$ cat config.mk
export PLATFORM = sky130hd
export DESIGN_NAME = spi_frame_master
export DESIGN_NICKNAME = d
export VERILOG_FILES = /design/src/rtl/spim_pkg.sv /design/src/rtl/spim_ctrl.sv /design/src/rtl/spim_dpath.sv /design/src/rtl/spi_frame_master.sv
export SDC_FILE = /design/constraint.sdc
export NUM_CORES = 1
export LEC_CHECK = 0
export ABC_CLOCK_PERIOD_IN_PS = 3700
export BUFFER_PORTS_ARGS = -buffer_cell sky130_fd_sc_hd__clkbuf_2
export CORE_MARGIN = 4
export CORE_UTILIZATION = 60
export CTS_CLUSTER_DIAMETER = 60
export CTS_CLUSTER_SIZE = 24
export DETAILED_ROUTE_END_ITERATION = 10
export PLACE_DENSITY = 0.93
export SYNTH_ARGS = -nofsm -noshare
export SYNTH_HDL_FRONTEND = slang
export SYNTH_SLANG_ARGS = --single-unit
$ cat constraint.sdc
create_clock -name clk -period 3.7 [get_ports clk]
set_clock_uncertainty 0.1 [all_clocks]
set_input_delay 0.74 -clock clk [delete_from_list [all_inputs] [get_ports clk]]
set_output_delay 0.74 -clock clk [all_outputs]
set_load 0.02 [all_outputs]
$ cat src/rtl/spim_pkg.sv
`timescale 1ns/1ps
package spim_pkg;
  localparam int WORD_W = 32;
  localparam int BITS_W = 6;

  typedef enum logic [2:0] {
    ST_IDLE, ST_SETUP, ST_SHIFT, ST_HOLD, ST_GAP, ST_DONE
  } spimState_e;

  // strobes from control to datapath
  typedef struct packed {
    logic load;    // latch a new command word
    logic sample;  // SCK rising edge: capture MISO
    logic shift;   // SCK falling edge with bits left: advance MOSI
    logic active;  // select window (setup, shift, hold)
  } spimStrobe_t;

  function automatic logic [BITS_W-1:0] frameBits(input logic [3:0] code);
    case (code)
      4'hF:    return BITS_W'(16);
      4'h3:    return BITS_W'(32);
      default: return BITS_W'(8);
    endcase
  endfunction
endpackage

$ cat src/rtl/spim_ctrl.sv
`timescale 1ns/1ps
module spim_ctrl
  import spim_pkg::*;
#(
  parameter int BASE_HALF = 1,
  parameter int SEL_N     = 4,
  parameter int DLY_W     = 3
) (
  input  logic                     clk,
  input  logic                     rstN,
  input  logic                     start,
  input  logic [3:0]               lenCode,
  input  logic [1:0]               rateDiv,
  input  logic [$clog2(SEL_N)-1:0] selIdx,
  input  logic                     selActiveHigh,
  input  logic                     keepSel,
  input  logic                     setupEn,
  input  logic [DLY_W-1:0]         setupCnt,
  input  logic                     holdEn,
  input  logic [DLY_W-1:0]         holdCnt,
  input  logic                     gapEn,
  input  logic [DLY_W-1:0]         gapCnt,
  output spimStrobe_t              strobe,
  output logic                     busy,
  output logic                     done,
  output logic                     sck,
  output logic [SEL_N-1:0]         ssel
);
  localparam int SEL_W   = $clog2(SEL_N);
  localparam int HALF_MX = BASE_HALF * 8;
  localparam int PER_MX  = 2 * HALF_MX;
  localparam int CNT_MX  = PER_MX * (1 << DLY_W) + 2;
  localparam int CNT_W   = $clog2(CNT_MX + 1);

  spimState_e         state;
  logic [CNT_W-1:0]   cnt;
  logic [BITS_W-1:0]  bitCnt;
  logic [CNT_W-1:0]   halfQ, periodQ, holdCycQ, gapCycQ;
  logic               keepQ, selOn, polQ;
  logic [SEL_W-1:0]   lineQ;

  logic [CNT_W-1:0]   halfNew, periodNew, setupCyc;

  function automatic logic [CNT_W-1:0] delayCycles(input logic en,
      input logic [DLY_W-1:0] n, input logic [CNT_W-1:0] per);
    logic [CNT_W-1:0] mult;
    mult = en ? (CNT_W'(n) + CNT_W'(1)) : CNT_W'(1);
    return CNT_W'(mult * per);
  endfunction

  always_comb begin
    halfNew   = CNT_W'(BASE_HALF) << rateDiv;
    periodNew = halfNew << 1;
    setupCyc  = delayCycles(setupEn, setupCnt, periodNew);
  end

  always_ff @(posedge clk or negedge rstN) begin
    if (!rstN) begin
      state    <= ST_IDLE;
      cnt      <= '0;
      bitCnt   <= '0;
      halfQ    <= CNT_W'(BASE_HALF);
      periodQ  <= CNT_W'(2 * BASE_HALF);
      holdCycQ <= '0;
      gapCycQ  <= '0;
      keepQ    <= 1'b0;
      selOn    <= 1'b0;
      polQ     <= 1'b0;
      lineQ    <= '0;
    end else begin
      case (state)
        ST_IDLE: if (start) begin
          state    <= ST_SETUP;
          // rising edge lands at S*P: first half-period of bit 0 counts
          cnt      <= setupCyc - halfNew - CNT_W'(1);
          bitCnt   <= frameBits(lenCode) - BITS_W'(1);
          halfQ    <= halfNew;
          periodQ  <= periodNew;
          holdCycQ <= delayCycles(holdEn, holdCnt, periodNew);
          gapCycQ  <= delayCycles(gapEn, gapCnt, periodNew) + CNT_W'(2);
          keepQ    <= keepSel;
          polQ     <= selActiveHigh;
          lineQ    <= selIdx;
          selOn    <= 1'b1;
        end
        ST_SETUP: begin
          if (cnt == '0) begin
            state <= ST_SHIFT;
            cnt   <= periodQ - CNT_W'(1);
          end else cnt <= cnt - CNT_W'(1);
        end
        ST_SHIFT: begin
          if (cnt == '0) begin
            if (bitCnt == '0) begin
              state <= ST_HOLD;
              cnt   <= holdCycQ - CNT_W'(1);
            end else begin
              bitCnt <= bitCnt - BITS_W'(1);
              cnt    <= periodQ - CNT_W'(1);
            end
          end else cnt <= cnt - CNT_W'(1);
        end
        ST_HOLD: begin
          if (cnt == '0) begin
            state <= ST_GAP;
            cnt   <= gapCycQ - CNT_W'(1);
            selOn <= keepQ;
          end else cnt <= cnt - CNT_W'(1);
        end
        ST_GAP: begin
          if (cnt == '0) state <= ST_DONE;
          else cnt <= cnt - CNT_W'(1);
        end
        default: state <= ST_IDLE;
      endcase
    end
  end

  always_comb begin
    busy          = (state != ST_IDLE);
    done          = (state == ST_DONE);
    sck           = (state == ST_SHIFT) && (cnt < halfQ);
    strobe.load   = (state == ST_IDLE) && start;
    strobe.sample = (state == ST_SHIFT) && (cnt == halfQ);
    strobe.shift  = (state == ST_SHIFT) && (cnt == '0) && (bitCnt != '0);
    strobe.active = (state == ST_SETUP) || (state == ST_SHIFT) ||
                    (state == ST_HOLD);
  end

  for (genvar g = 0; g < SEL_N; g++) begin : g_sel
    logic lineOn;
    assign lineOn = selOn && (lineQ == SEL_W'(g));
    assign ssel[g] = polQ ? lineOn : !lineOn;
  end

  // busy never drops before the done pulse
  a_r13_busy_until_done: assert property (@(posedge clk) disable iff (!rstN)
    (busy && !done) |=> busy);
  // command state frozen while busy
  a_r13_cmd_frozen: assert property (@(posedge clk) disable iff (!rstN)
    busy |=> ($stable(lineQ) && $stable(polQ) && $stable(periodQ)));
  // done lasts one cycle
  a_r9_done_pulse: assert property (@(posedge clk) disable iff (!rstN)
    done |=> !done);
  // SCK only toggles with select asserted
  a_r10_sck_in_select: assert property (@(posedge clk) disable iff (!rstN)
    $rose(sck) |-> selOn);
  // bit counter within the longest frame
  a_r2_bitcnt_range: assert property (@(posedge clk) disable iff (!rstN)
    (state == ST_SHIFT) |-> (bitCnt < BITS_W'(WORD_W)));
endmodule

$ cat src/rtl/spim_dpath.sv
`timescale 1ns/1ps
module spim_dpath
  import spim_pkg::*;
(
  input  logic              clk,
  input  logic              rstN,
  input  spimStrobe_t       strobe,
  input  logic [WORD_W-1:0] txData,
  input  logic [3:0]        lenCode,
  input  logic              txOnly,
  input  logic              idleFixEn,
  input  logic              idleLevel,
  input  logic              miso,
  output logic              mosi,
  output logic [WORD_W-1:0] rxData
);
  logic [WORD_W-1:0] txShift, rxShift;
  logic              duplexQ, fixQ, levelQ;
  logic [BITS_W-1:0] padBits;

  assign padBits = BITS_W'(WORD_W) - frameBits(lenCode);

  always_ff @(posedge clk or negedge rstN) begin
    if (!rstN) begin
      txShift <= '0;
      rxShift <= '0;
      duplexQ <= 1'b0;
      fixQ    <= 1'b0;
      levelQ  <= 1'b0;
    end else if (strobe.load) begin
      txShift <= txData << padBits;
      duplexQ <= !txOnly;
      fixQ    <= idleFixEn;
      levelQ  <= idleLevel;
      if (!txOnly) rxShift <= '0;
    end else begin
      if (strobe.sample && duplexQ) rxShift <= {rxShift[WORD_W-2:0], miso};
      if (strobe.shift) txShift <= {txShift[WORD_W-2:0], 1'b0};
    end
  end

  // last bit stays at the MSB since the final bit is never shifted away
  assign mosi   = (!strobe.active && fixQ) ? levelQ : txShift[WORD_W-1];
  assign rxData = rxShift;

  // transmit-only frames leave the receive word alone
  a_r5_txonly_rx_frozen: assert property (@(posedge clk) disable iff (!rstN)
    (!duplexQ && !strobe.load) |=> $stable(rxShift));
  // MOSI does not move between frames
  a_r12_idle_mosi_steady: assert property (@(posedge clk) disable iff (!rstN)
    (!strobe.active && !strobe.load) |=> (strobe.active || $stable(mosi)));
  // sampling only inside the select window
  a_r4_sample_in_frame: assert property (@(posedge clk) disable iff (!rstN)
    strobe.sample |-> strobe.active);
endmodule

$ cat src/rtl/spi_frame_master.sv
`timescale 1ns/1ps
module spi_frame_master
  import spim_pkg::*;
#(
  parameter int BASE_HALF = 1
) (
  input  logic        clk,
  input  logic        rstN,
  input  logic        start,
  input  logic [31:0] txData,
  input  logic [3:0]  lenCode,
  input  logic [1:0]  rateDiv,
  input  logic [1:0]  selIdx,
  input  logic        selActiveHigh,
  input  logic        keepSel,
  input  logic        setupEn,
  input  logic [2:0]  setupCnt,
  input  logic        holdEn,
  input  logic [2:0]  holdCnt,
  input  logic        gapEn,
  input  logic [2:0]  gapCnt,
  input  logic        idleFixEn,
  input  logic        idleLevel,
  input  logic        txOnly,
  output logic        busy,
  output logic        done,
  output logic [31:0] rxData,
  output logic        sck,
  output logic        mosi,
  input  logic        miso,
  output logic [3:0]  ssel
);
  spimStrobe_t strobe;

  spim_ctrl #(.BASE_HALF(BASE_HALF), .SEL_N(4), .DLY_W(3)) u_ctrl (
    .clk(clk), .rstN(rstN), .start(start), .lenCode(lenCode),
    .rateDiv(rateDiv), .selIdx(selIdx), .selActiveHigh(selActiveHigh),
    .keepSel(keepSel), .setupEn(setupEn), .setupCnt(setupCnt),
    .holdEn(holdEn), .holdCnt(holdCnt), .gapEn(gapEn), .gapCnt(gapCnt),
    .strobe(strobe), .busy(busy), .done(done), .sck(sck), .ssel(ssel)
  );

  spim_dpath u_dpath (
    .clk(clk), .rstN(rstN), .strobe(strobe), .txData(txData),
    .lenCode(lenCode), .txOnly(txOnly), .idleFixEn(idleFixEn),
    .idleLevel(idleLevel), .miso(miso), .mosi(mosi), .rxData(rxData)
  );
endmodule

### Yosys cells after proc, flatten, opt, wreduce, memory -nomap -nowiden

Index checks and enable logic that the tools add are counted.

* $add $sub $neg: 13
* $mul: 3
* div/mod/pow operators: 0
* order comparisons: 1
* equality and inequality tests: 20
* shift operators: 2
* multiplexer cells: 37
* bitwise gates (word level): 0
* reduce and logical (&&, ||, !) cells: 36

Operators by type and width (count)
* $mux W32: 5
* $mux W8: 9
* $pmux W8 S5: 1
* $sub A8 B1 Y8 const B: 5
* $shl A32 B6 Y32: 1
* $mux W6: 5
* $mul A8 B7 Y7: 3
* $pmux W6 S2: 2
* $mux W3: 6
* $pmux W3 S5: 1
* $add A3 B1 Y4 const B: 3
* $sub A6 B1 Y6 const B: 2
* $logic_and A1 B1 Y1: 11
* $ne A2 B1 Y1 const B: 5
* $add A8 B2 Y8 const B: 1
* $eq A8 B8 Y1: 1
* $logic_not A8 Y1: 1
* $lt A8 B8 Y1: 1
* $ne A2 B2 Y1 const B: 4
* $reduce_bool A2 Y1: 4
* $shl A1 B2 Y8 const A: 1
* $sub A8 B8 Y8: 1
* $mux W1: 7
* $eq A3 B2 Y1 const B: 2
* other kinds (20): 30

* bits in registers: 119
* latch bits: 0
* RAM bits: 0
* memory bits (read-only): 0
* input bits: 61
* output and inout bits: 40
* memories: 0

### Logic depth before layout (Yosys ltp)

Gate-level depths: netlist of run 1.

* depth in word-level cells: 7
* gate-level depth with buffers: 16
* mapped depth without buffers: 16

### Hierarchy

From an unflattened synthesis of run 1, not the netlist that was laid out.

* cell total of the unflattened synthesis: 783
* area, all modules: 7314.5 µm²

By module, submodules not included
* spim_ctrl: instances 1, cells each 514, area an instance 4196.5 µm²
* spim_dpath: instances 1, cells each 269, area an instance 3118.0 µm²

### Least setup slack after synthesis of run 1

No wires, ideal clock.

* path type: input to register
* start point: input port setupCnt[0]
* end point: register u_ctrl.cnt[7]
* setup time: 138 ps
* arrival: 3789 ps
* slack: -326 ps
* cell stages on the path: 15
* buffers on the path: 0
* cells stage by stage: ha_1 > xor2_1 > nand2_1 > or2_2 > fa_1 > inv_1 > ha_1 > ha_1 > inv_1 > fa_1 > nand2b_1 > a21oi_1 > nor3b_1 > xnor2_1 > o211ai_1

* longest elaborated chain between the ends: 7

Ends and longest elaborated chain
* start, declared: RTL line spi_frame_master.sv:17 `input logic [2:0] setupCnt,`
* $add A3 B1 Y4: RTL line spim_ctrl.sv:47 `mult = en ? (CNT_W'(n) + CNT_W'(1)) : CNT_W'(1);`
* $mux W8: RTL line spim_ctrl.sv:47
* $mul A8 B7 Y7: RTL line spim_ctrl.sv:48 `return CNT_W'(mult * per);`
* $sub A8 B8 Y8: RTL line spim_ctrl.sv:75 `cnt <= setupCyc - halfNew - CNT_W'(1);`
* $sub A8 B1 Y8: RTL line spim_ctrl.sv:75
* $mux W8: RTL line spim_ctrl.sv:72 `ST_IDLE: if (start) begin`
* $pmux W8 S5: RTL line spim_ctrl.sv:71 `case (state)`
* end signal, assigned: RTL line spim_ctrl.sv:75
* end signal, assigned: RTL line spim_ctrl.sv:89 `cnt <= periodQ - CNT_W'(1);`
* end signal, assigned: RTL line spim_ctrl.sv:90 `end else cnt <= cnt - CNT_W'(1);`
* end, declared: RTL line spim_ctrl.sv:36 `logic [CNT_W-1:0] cnt;`

Every way passes these cells. The select of a mux whose other input is x is not followed.
A chain may end at the register's enable or synchronous reset.

### Final worst setup path of run 1

Same ends and word-level chain as after synthesis.

==> results.sh, run 1 <==
export IMPL_outcome="finished clean"
export IMPL_cp_depth=16
export IMPL_setup_viol=0
export IMPL_reg2reg_to="u_ctrl.bitCnt[0]$_DFFE_PN0P_"
export IMPL_crit_buf_inv=2
export IMPL_vdd_ir_drop_worst_v=0.0002672
export IMPL_hpwlAfterDp_um=13410
export IMPL_netlist_instances=785
export IMPL_drv_cap=0
export IMPL_rsz0062_at_grt="true"
export IMPL_gp_congestion=0.9404
export IMPL_cp_cell_sequence="buf_8, ha_4, xor2_1, nand2_1, or2_2, fa_1, inv_1, ha_1, ha_4, ha_4, nor2b_1, o21ai_0, nand2b_1, xnor2_1, xnor2_1, o211ai_1"
export IMPL_synth_area_leaders="dfrtp_1 37%, ha_1 10%, nand2_1 6.0%"
export IMPL_cp_start_kind="input port"
export IMPL_power_leakage_nw=4.042
export IMPL_antenna_found_initial=0
export IMPL_clock_sinks=107
export IMPL_drv_slew=0
export IMPL_finalCritPeriodShare_pct=97.32
export IMPL_grt_pass1_vias=6317
export IMPL_vias_per_cell=6.287
export IMPL_synth_seq_cells=107
export IMPL_fin_nets=1020
export IMPL_cts_tree="yes"
export IMPL_timing_final_ws_setup_ps=99.26
export IMPL_worstSetupPathType="in2reg"
export IMPL_reg2reg_depth=6
export IMPL_die_area_um2=13720
export IMPL_avgSynthCellArea_um2=9.106
export IMPL_die_w_um=117.2
export IMPL_clk_latency_ps=350
export IMPL_mostFrequentLayoutCells="113 x nand2_1, 106 x dfrtp_1, 97 x clkbuf_2, 56 x a21oi_1, 53 x nor2_1"
export IMPL_first_iter_violations=695
export IMPL_start_util_pct=62.07
export IMPL_dp_slack_ps=-373.0
export IMPL_grt_pass1_wl_um=29790
export IMPL_slew_headroom_pct=37.82
export IMPL_ant_nets=0
export IMPL_synthFlopType="dfrtp_1"
export IMPL_hold_viol_final=0
export IMPL_crit_path_max_fanout=3
export IMPL_vias=6532
export IMPL_areaGrowthSynthToFinish_pct=17.68
export IMPL_path_common_cell="ha_4"
export IMPL_gr_total_overflow=0
export IMPL_required_ps=3810
export IMPL_synth_top_cell_by_area="dfrtp_1"
export IMPL_synth_edf_count=0
export IMPL_synth_cell_types=64
export IMPL_synth_seq_area_share_pct=37.48
export IMPL_pwr_density_cell_nw_per_um2=487.6
export IMPL_die_h_um=117.2
export IMPL_firstDrtPassIters=5
export IMPL_coreArea_um2=11520
export IMPL_wl_per_cell_um=17.92
export IMPL_clkSlewWorstSetupHoldPaths_ps=80
export IMPL_layout_drive_gt1_share_pct=22.77
export IMPL_final_common_cell="nand2_1"
export IMPL_critPathArrivalTime_ps=3710
export IMPL_drc=0
export IMPL_cts_buffers=9
export IMPL_end_kind="register"
export IMPL_drt_total_wl_um=18620
export IMPL_async_flop_share_pct=100.0
export IMPL_cts_max_level=3
export IMPL_syn_num_nets=914
export IMPL_ios=101
export IMPL_port_buffer_count=100
export IMPL_grt_max_degree=69
export IMPL_cts_buffer_depth=2
export IMPL_fmax_mhz=277.7
export IMPL_crit_end="u_ctrl.cnt[7]$_DFFE_PN0P_"
export IMPL_reg2reg_slack_ps=650
export IMPL_track_usage_pct=27.24
export IMPL_netlist_area_leader_share_pct=37.11
export IMPL_diodes=0
export IMPL_crit_family="adder cells"
export IMPL_hold_class="in2async"
export IMPL_r2r_start="u_ctrl.cnt[0]$_DFFE_PN0P_"
export IMPL_rows=39
export IMPL_syn_cell_area_um2=7148
export IMPL_total_power_w=0.004102
export IMPL_root_buffer="clkbuf_16"
export IMPL_critPathMaxStageDelay_ps=500
export IMPL_yosys_warnings=0
export IMPL_timing_critical_path_from="setupCnt[0]"
export IMPL_layout_min_cycle_time_ps=3601
export IMPL_worst_pin_slew_ps=932.7
export IMPL_crit_slowest_cell="fa_1"
export IMPL_hold_buffers=0
==> state kept, by name (all words and copies together), names as in the netlist <==
| signal | flops |
|---|---|
| u_dpath.rxData | 32 |
| u_dpath.txShift | 32 |
| u_ctrl.cnt | 8 |
| u_ctrl.gapCycQ | 7 |
| u_ctrl.holdCycQ | 7 |
| u_ctrl.bitCnt | 6 |
| u_ctrl.halfQ | 4 |
| u_ctrl.state | 3 |
| u_ctrl.lineQ | 2 |
| u_ctrl.keepQ | 1 |
| u_ctrl.polQ | 1 |
| u_ctrl.selOn | 1 |
| u_dpath.duplexQ | 1 |
| u_dpath.fixQ | 1 |
| u_dpath.levelQ | 1 |
==> logic make-up (layout without fill, tap and decap cells) <==
group                    after synthesis  after routing  share of synthesized area, %
AND/OR/NAND/NOR                      259            259                         16.98
adder cells (fa/ha/maj)               68             68                         12.95
AO/OA/AOI/OAI                        216            216                         19.69
multiplexers                          19             19                         2.696
buffers and inverters                 68            179                         4.324
XOR/XNOR                              48             48                         5.881
flip-flops                           107            107                         37.48
==> worst min path at each step <==
| stage | to | slack, ps | cells after the start |
|---|---|---|---|
| finish | u_ctrl.cnt[7]$_DFFE_PN0P_ | 320 | 1 |
| global route | u_ctrl.cnt[7]$_DFFE_PN0P_ | 370 | 1 |
| CTS | u_ctrl.cnt[7]$_DFFE_PN0P_ | 350 | 1 |
| detailed placement | u_dpath.fixQ$_DFFE_PN0P_ | 380 | 2 |
| global placement | u_dpath.levelQ$_DFFE_PN0P_ | 360 | 2 |
| floorplan | u_ctrl.bitCnt[0]$_DFFE_PN0P_ | 340 | 0 |
==> routing by layer <==
metal  up-vias  global-route usage [%]  part of all wire [%]
li1       3030                       -                     -
met4         0                   12.84                   3.4
met1      3161                   35.02                    40
met3        58                   3.907                   6.0
met5         -                       0                     0
met2       283                   45.48                    51
==> where the power goes <==
group / internal, W / total (W) / switching [W]
combinational: 0.000616 / 0.00139 / 0.000773
clock: 0.000481 / 0.000965 / 0.000484
sequential: 0.00146 / 0.00175 / 0.000284
==> cell type report <==
class | instances | area (µm²)
clock buffers | 9 | 225.2
clock inverters | 7 | 75.07
fillers | 792 | 3104
inverters | 21 | 78.83
multi-input cells | 610 | 4324
flip-flops and latches | 107 | 2679
well taps | 143 | 178.9
repair buffers | 142 | 850.8
==> repair_timing <==
item,CTS,global route
setup buffers,1,0
gates resized for setup,1,19
pin swaps,2,5
gates cloned,0,0
endpoints found under the setup margin,1,6
==> stage by stage <==
stage	hold WS, ps	utilization, %	instance area [µm²]	instances	setup TNS, ps
floorplan	341.7	-	7218	785	-95.47
global placement	356.3	69.46	7999	1022	-1149
detailed placement	379.1	69.46	7999	1022	-1986
CTS	350.6	72.24	8319	1039	0
global route	373.5	73.04	8412	1039	-86.41
finish	320.6	73.04	8412	1039	0
==> synth_stat cells (3+ instances only) <==
master,n
a211oi_1,5
a21o_1,7
a21oi_1,58
a221oi_1,8
a22o_1,33
a31oi_1,17
and2_1,4
and3_1,3
buf_2,10
buf_4,4
clkbuf_1,28
dfrtp_1,106
fa_1,10
ha_1,58
inv_1,21
mux2i_1,17
nand2_1,114
nand2b_1,7
nand3_1,13
nand3b_1,3
nand4_1,8
nor2_1,57
nor2b_1,6
nor3_1,12
nor3_2,3
nor3b_1,3
nor4_1,3
o21ai_0,42
o221ai_1,3
o22ai_1,20
o31ai_1,5
or2_2,10
or3_1,4
xnor2_1,33
xor2_1,15
==> worst register-to-register path: cells and delay by family (launching register included) <==
family | cells | cell delay (ps)
AND/OR/NAND/NOR | 3 | 1690
buffers and inverters | 1 | 100
multiplexers | 1 | 360
flip-flops | 1 | 430
adder cells (fa/ha/maj) | 1 | 270
Power figures use the tool's default switching activity.
==> run 2: changes to the inputs <==
Settings changed: SYNTH_HIERARCHICAL from default to 1.
==> run 2 against run 1 <==
The run now ends with negative setup slack left. Non-clock buffer count is 3 higher. Sequential cell count stayed put. Global-route usage is 0.77 points lower. Final cell count is 0.48% higher. Routed wire length is 4.7% higher. Register-to-register slack worse by 40 ps. Die area is 2.2% higher. First-iteration DRC count is 16% higher. Synthesized cell count is 0.25% lower. Critical path type unchanged. Critical endpoint is now u_ctrl/cnt[5]$_DFFE_PN0P_.
==> results.sh, run 2 <==
export IMPL_coreArea_um2=11960
export IMPL_synth_top_cell_by_area="dfrtp_1"
export IMPL_diodes=0
export IMPL_critPathMaxStageDelay_ps=600
export IMPL_ant_nets=0
export IMPL_fmax_mhz=264.0
export IMPL_timing_hold_ws_ps=343.1
export IMPL_pwr_share_comb_pct=12.5
export IMPL_rsz0062_at_grt="true"
export IMPL_drv_cap=0
export IMPL_clockPowerShare_pct=39.8
export IMPL_worst_pin_slew_ps=795.2
export IMPL_cts_buffer_depth=2
export IMPL_synthFlopType="dfrtp_1"
export IMPL_track_usage_pct=26.47
export IMPL_firstDrtPassIters=5
export IMPL_hold_class="in2async"
export IMPL_reg2reg_depth=8
export IMPL_outcome="complete, but fails checks"
export IMPL_netlist_instances=783
export IMPL_start_util_pct=61.15
export IMPL_layout_drive_gt1_share_pct=22.85
export IMPL_end_kind="register"
export IMPL_drc=0
export IMPL_cp_start_kind="input port"
export IMPL_r2r_start="u_ctrl/state[0]$_DFFE_PN0P_"
export IMPL_crit_slowest_cell="fa_2"
export IMPL_reg2reg_to="u_dpath/txShift[7]$_DFFE_PN0P_"
export IMPL_hpwlAfterDp_um=13380
export IMPL_cp_cell_sequence="buf_8, ha_4, xor2_2, nand2_1, or2_4, fa_1, inv_2, fa_2, fa_2, a211oi_4, xnor2_1, o21ai_1, o21ai_1, o41ai_2"
export IMPL_clock_sinks=107
export IMPL_synth_seq_area_share_pct=36.62
export IMPL_p_sw_share_pct=26.63
export IMPL_wl_per_cell_um=18.68
export IMPL_violations="negative setup slack"
export IMPL_gp_congestion=0.9530
export IMPL_finalCritPeriodShare_pct=102.4
export IMPL_vdd_ir_drop_worst_v=0.0002733
export IMPL_dpl_instance_area_um2=8129
export IMPL_cts_tree="yes"
export IMPL_areaGrowthSynthToFinish_pct=17.64
export IMPL_vias_per_cell=6.354
export IMPL_yosys_top_cells_count="106 x dfrtp_1, 80 x nand2_1, 63 x nor2_1"
export IMPL_final_common_cell="dfrtp_1"
export IMPL_avgSynthCellArea_um2=9.342
export IMPL_crit_path_max_fanout=3
export IMPL_clk_latency_ps=350
export IMPL_grt_max_degree=108
export IMPL_netlist_area_leader_share_pct=36.26
export IMPL_grt_pass1_vias=6241
export IMPL_port_buffer_count=100
export IMPL_clkSlewWorstSetupHoldPaths_ps=80
export IMPL_finalSetupTns_ps=-226.4
export IMPL_timing_final_ws_setup_ps=-88.48
export IMPL_grt_pass1_wl_um=30500
export IMPL_layout_min_cycle_time_ps=3788
export IMPL_seqPwrFrac_pct=47.6
export IMPL_synth_edf_count=0
export IMPL_synth_seq_cells=107
export IMPL_crit_buf_inv=2
export IMPL_design_area_um2=8605
export IMPL_rows=40
export IMPL_vias=6634
export IMPL_die_w_um=118.4
export IMPL_required_ps=3840
export IMPL_yosysMostFrequentCell="dfrtp_1"
export IMPL_worstSetupPathType="in2reg"
export IMPL_die_h_um=118.4
export IMPL_die_area_um2=14020
export IMPL_gr_total_overflow=0
export IMPL_drv_slew=0
export IMPL_syn_cell_area_um2=7315
export IMPL_netSwitchingPower_w=0.0006532
export IMPL_antenna_found_initial=0
export IMPL_cts_max_level=3
export IMPL_ios=101
export IMPL_hold_viol_final=0
export IMPL_synth_area_leaders="dfrtp_1 36%, ha_1 8.0%, a22o_1 4.2%"
export IMPL_synth_cell_types=73
export IMPL_critPathArrivalTime_ps=3920
export IMPL_async_flop_share_pct=100.0
export IMPL_fin_nets=1013
export IMPL_pwr_density_cell_nw_per_um2=285.1
export IMPL_drt_total_wl_um=19500
export IMPL_reg2reg_slack_ps=610
export IMPL_intPower_w=0.001800
export IMPL_slew_headroom_pct=46.95
export IMPL_root_buffer="clkbuf_16"
export IMPL_yosys_warnings=6
export IMPL_setup_viol=4
export IMPL_mostFrequentLayoutCells="106 x dfrtp_1, 97 x clkbuf_2, 80 x nand2_1, 62 x nor2_1, 44 x a21oi_1"
export IMPL_first_iter_violations=803
export IMPL_power_leakage_nw=4.161
export IMPL_crit_family="adder cells"
export IMPL_cts_buffers=9
export IMPL_syn_num_nets=904
[run 2: cell count changes in the layout (fill, tap and decap cells not counted), sizes merged, moves of 11 or more]
cell,before,now
a31oi,17,6
xor2,15,26
and3,3,14
nand2b,7,25
o22ai,20,3
ha,58,47
nand2,115,81
inv,25,41
[run 2: how the worst max path moves through the flow]
stage / from / cells after the start / to / slack (ps)
after floorplan: setupCnt[0] / 12 / u_ctrl/cnt[6]$_DFFE_PN0P_ / -140
after global placement: setupCnt[0] / 15 / u_ctrl/cnt[7]$_DFFE_PN0P_ / -320
after detailed placement: setupCnt[1] / 15 / u_ctrl/cnt[7]$_DFFE_PN0P_ / -500
after CTS: setupCnt[1] / 15 / u_ctrl/cnt[7]$_DFFE_PN0P_ / -100
after global routing: setupCnt[1] / 13 / u_ctrl/cnt[6]$_DFFE_PN0P_ / -230
final: setupCnt[1] / 14 / u_ctrl/cnt[5]$_DFFE_PN0P_ / -90
[run 2: final cells by class]
cell class	count	area, µm²
clock buffers	10	239.0
clock inverters	6	67.56
fillers	819	3357
inverters	38	142.6
multi-input cells	591	4407
flip-flops and latches	107	2679
well taps	147	183.9
repair buffers	145	885.9
[run 2: routing by layer]
metal	vias to the layer above	wire, µm	share of wire (%)	track usage [%]
met3	73	1065	5.5	2.823
met5	-	0	0	0
met4	0	677	3.5	10.79
li1	3038	-	-	-
met2	332	9937	51	46.12
met1	3191	7819	40	33.75
[run 2: timing repair]
item	CTS	global route
setup buffers	4	0
pin swaps	19	12
setup endpoints to repair	4	6
cloned	0	0
resized for setup	11	14
hold buffers	0	0
[run 2: cells by family (layout without fill, tap and decap cells)]
family	count (synthesis)	count (layout)	share of synthesized area, %
buffers and inverters	85	199	5.320
adders and majority gates	60	60	11.60
DFF	107	107	36.62
and+or+nand+nor	256	256	17.53
xor gates and xnor gates	50	50	5.987
muxes	16	16	2.343
AOI/OAI and AO/OA	209	209	20.60
[run 2: worst register-to-register path, cell delays in order (launching register included)]
cell     delay [ps]
dfrtp_1         640
or2_1           320
nor2_4           90
nand2_2         120
inv_1            60
buf_4           200
inv_1           550
nand2_1         540
o22a_1          350
[run 2: power groups by stage]
stage	Sequential, W	Clock, W	Combinational, W
after floorplan	0.00119	0	0.000135
after global routing	0.00117	0.00103	0.000338
after detailed placement	0.00119	0	0.000266
after global placement	0.00119	0	0.000256
final	0.00117	0.000977	0.000308
after CTS	0.00117	0.000977	0.000288
[run 2: stage by stage]
stage               utilization, %  cells  total power [W]  setup slack (ps)
global placement             67.96   1024         0.001448            -320.9
floorplan                        -    783         0.001327            -139.6
global route                 71.94   1044         0.002533            -227.4
detailed placement           67.96   1024         0.001457            -496.2
finish                       71.94   1044         0.002453            -88.48
CTS                          71.29   1044         0.002434            -102.9
==> run 3: changes to the inputs <==
Settings changed: ABC_AREA from default to 1, PLACE_DENSITY 0.93 to 0.92, SLEW_MARGIN from default to 20.
==> run 3 against run 2 <==
Maximum frequency increased by 5.2%. Critical path type unchanged. Worst hold slack got worse by 28 ps. Sequential share of layout area decreased by 0.90 points. Routed wire length decreased by 6.0%. Register-to-register slack improved by 200 ps. Sequential power increased by 76%. Total power increased by 150%. The flow now finishes without violations. Critical path depth increased by 2. Synthesized cell count increased by 33%. Largest power group is now combinational logic. Utilization increased by 0.32 points. Critical endpoint is now u_ctrl/gapCycQ[7]$_DFFE_PN0P_. Non-clock buffer count decreased by 3.
==> results.sh, run 3 <==
export IMPL_yosysMostFrequentCell="nand2_1"
export IMPL_rows=40
export IMPL_syn_cell_area_um2=7655
export IMPL_nFillCells=903
export IMPL_power_leakage_nw=4.752
export IMPL_gr_total_overflow=0
export IMPL_regArea_um2=2679
export IMPL_cts_max_level=3
export IMPL_wl_per_cell_um=13.65
export IMPL_setup_viol=0
export IMPL_grt_pass1_vias=6929
export IMPL_vdd_ir_drop_worst_v=0.0005391
export IMPL_port_buffer_count=100
export IMPL_synth_seq_cells=107
export IMPL_root_buffer="clkbuf_16"
export IMPL_yosys_top_cells_count="222 x nand2_1, 157 x inv_1, 141 x nor2_1"
export IMPL_cts_tree="yes"
export IMPL_first_iter_violations=653
export IMPL_track_usage_pct=24.95
export IMPL_firstDrtPassIters=5
export IMPL_total_power_w=0.006058
export IMPL_pwr_density_cell_nw_per_um2=683.8
export IMPL_syn_num_nets=1164
export IMPL_path_common_cell="nand2_1"
export IMPL_stdcell_count=1343
export IMPL_netlist_instances=1043
export IMPL_crit_path_max_fanout=2
export IMPL_grt_max_degree=53
export IMPL_hold_buffers=0
export IMPL_rsz0062_at_grt="true"
export IMPL_die_area_um2=14630
export IMPL_start_util_pct=62.43
export IMPL_reg2reg_slack_ps=810
export IMPL_cts_buffer_depth=2
export IMPL_required_ps=3840
export IMPL_reg2reg_to="u_dpath/txShift[25]$_DFFE_PN0P_"
export IMPL_avgSynthCellArea_um2=7.339
export IMPL_clock_sinks=107
export IMPL_place_inst=1326
export IMPL_end_kind="register"
export IMPL_cp_start_kind="input port"
export IMPL_async_flop_share_pct=100.0
export IMPL_antenna_found_initial=0
export IMPL_die_h_um=121.0
export IMPL_layout_min_cycle_time_ps=3601
export IMPL_dp_slack_ps=-256.0
export IMPL_timing_critical_path_from="gapCnt[0]"
export IMPL_clk_latency_ps=350
export IMPL_multi_input_area_um2=4193
export IMPL_fin_nets=1291
export IMPL_final_common_cell="nand2_1"
export IMPL_gp_congestion=0.9175
export IMPL_crit_slowest_cell="fa_1"
export IMPL_coreArea_um2=12260
export IMPL_wl_met3_um=1191
export IMPL_drv_slew=0
export IMPL_netlist_area_leader_share_pct=34.65
export IMPL_finalCritPeriodShare_pct=97.32
export IMPL_wl_met1_um=7749
export IMPL_fmax_mhz=277.7
export IMPL_clkSlewWorstSetupHoldPaths_ps=70
export IMPL_critPathArrivalTime_ps=3740
export IMPL_route_met2_wl_um=9114
export IMPL_utilization_pct=72.26
export IMPL_hpwlAfterDp_um=13900
export IMPL_synth_edf_count=0
export IMPL_cts_buffers=9
export IMPL_synthFlopType="dfrtp_1"
export IMPL_die_w_um=121.0
export IMPL_areaGrowthSynthToFinish_pct=15.74
export IMPL_ios=101
export IMPL_synth_area_leaders="dfrtp_1 35%, nand2_1 11%, inv_1 7.7%"
export IMPL_timing_final_ws_setup_ps=99.19
export IMPL_diodes=0
export IMPL_worst_pin_slew_ps=702.5
export IMPL_yosys_warnings=6
export IMPL_r2r_start="u_ctrl/cnt[0]$_DFFE_PN0P_"
export IMPL_outcome="finished clean"
export IMPL_slew_headroom_pct=53.10
export IMPL_grt_pass1_wl_um=30460
export IMPL_synth_seq_area_share_pct=35.00
export IMPL_hold_viol_final=0
export IMPL_drt_total_wl_um=18340
export IMPL_drv_cap=0
export IMPL_drc=0
export IMPL_synth_top_cell_by_area="dfrtp_1"
export IMPL_synth_cell_types=44
export IMPL_layout_drive_gt1_share_pct=19.15
export IMPL_cp_cell_sequence="clkbuf_2, ha_1, or2_2, nand3_2, nor2_1, fa_1, fa_1, inv_1, fa_2, nand3b_1, nand2_1, xor2_2, xor2_1, nand2_1, nand3_1, nand2_1"
export IMPL_ant_nets=0
export IMPL_hold_class="in2async"
export IMPL_vias=7264
export IMPL_worstSetupPathType="in2reg"
export IMPL_routed_top_layer="met4"
export IMPL_critPathMaxStageDelay_ps=530
export IMPL_vias_per_cell=5.409
export IMPL_mostFrequentLayoutCells="220 x nand2_1, 155 x inv_1, 136 x nor2_1, 106 x dfrtp_1, 99 x clkbuf_2"
export IMPL_reg2reg_depth=11
run 3: how the worst max path moves through the flow:
stage               slack [ps]  depth (start not counted)                             to
global placement          -160                         16  u_ctrl/gapCycQ[7]$_DFFE_PN0P_
floorplan                    7                         15  u_ctrl/gapCycQ[7]$_DFFE_PN0P_
global route               -20                         21      u_ctrl/cnt[6]$_DFFE_PN0P_
finish                     100                         16  u_ctrl/gapCycQ[7]$_DFFE_PN0P_
CTS                         90                         16  u_ctrl/gapCycQ[7]$_DFFE_PN0P_
detailed placement        -260                         16  u_ctrl/gapCycQ[7]$_DFFE_PN0P_
run 3: cell type report:
class	count	area share, %
clock buffers	9	2.542
clock inverters	7	0.6779
inverters	173	7.471
multi-input cells	737	47.32
flip-flops and latches	107	30.24
well taps	168	2.373
repair buffers	142	9.377
run 3: stage by stage:
stage / cell area [µm²] / hold WS, ps / setup TNS [ps]
2_1_floorplan: 7672 / 342.6 / 0
5_1_grt: 8860 / 361.2 / -32.15
4_1_cts: 8810 / 336.4 / 0
3_5_place_dp: 8524 / 360.7 / -1082
3_3_place_gp: 8524 / 356.3 / -493.8
6_report: 8860 / 315.5 / 0
run 3: power by group:
part / total [W] / switching, W / internal, W / leakage, nW
registers: 0.00206 / 0.000362 / 0.00170 / 1.34
logic: 0.00307 / 0.00199 / 0.00108 / 3.27
clock network: 0.000925 / 0.000455 / 0.000470 / 0.143
run 3: cells by family after synthesis:
kind of cell	after synthesis	share of synthesized area (%)
compound gates	152	11.26
simple gates	495	28.21
flops	107	35.00
fa+ha+maj	60	11.08
xor+xnor	30	3.432
buf+inv	199	11.02
run 3: timing repair:
action / CTS / global route
resized for setup: 0 / 13
hold endpoints to repair: 0 / 0
endpoints found under the setup margin: 0 / 4
setup buffers: 0 / 1
run 3: routing by layer:
layer  GRT usage, %  vias up
met5              0        -
met4          6.445        0
met3          3.963       37
met2          43.28      288
met1          32.56     3360
li1               -     3579
run 3: critical path, delay by kind of cell:
| family | cells | cell delay (ps) |
|---|---|---|
| adders and majority gates | 4 | 1560 |
| buffers and inverters | 2 | 160 |
| and+or+nand+nor | 8 | 910 |
| xor gates and xnor gates | 2 | 380 |
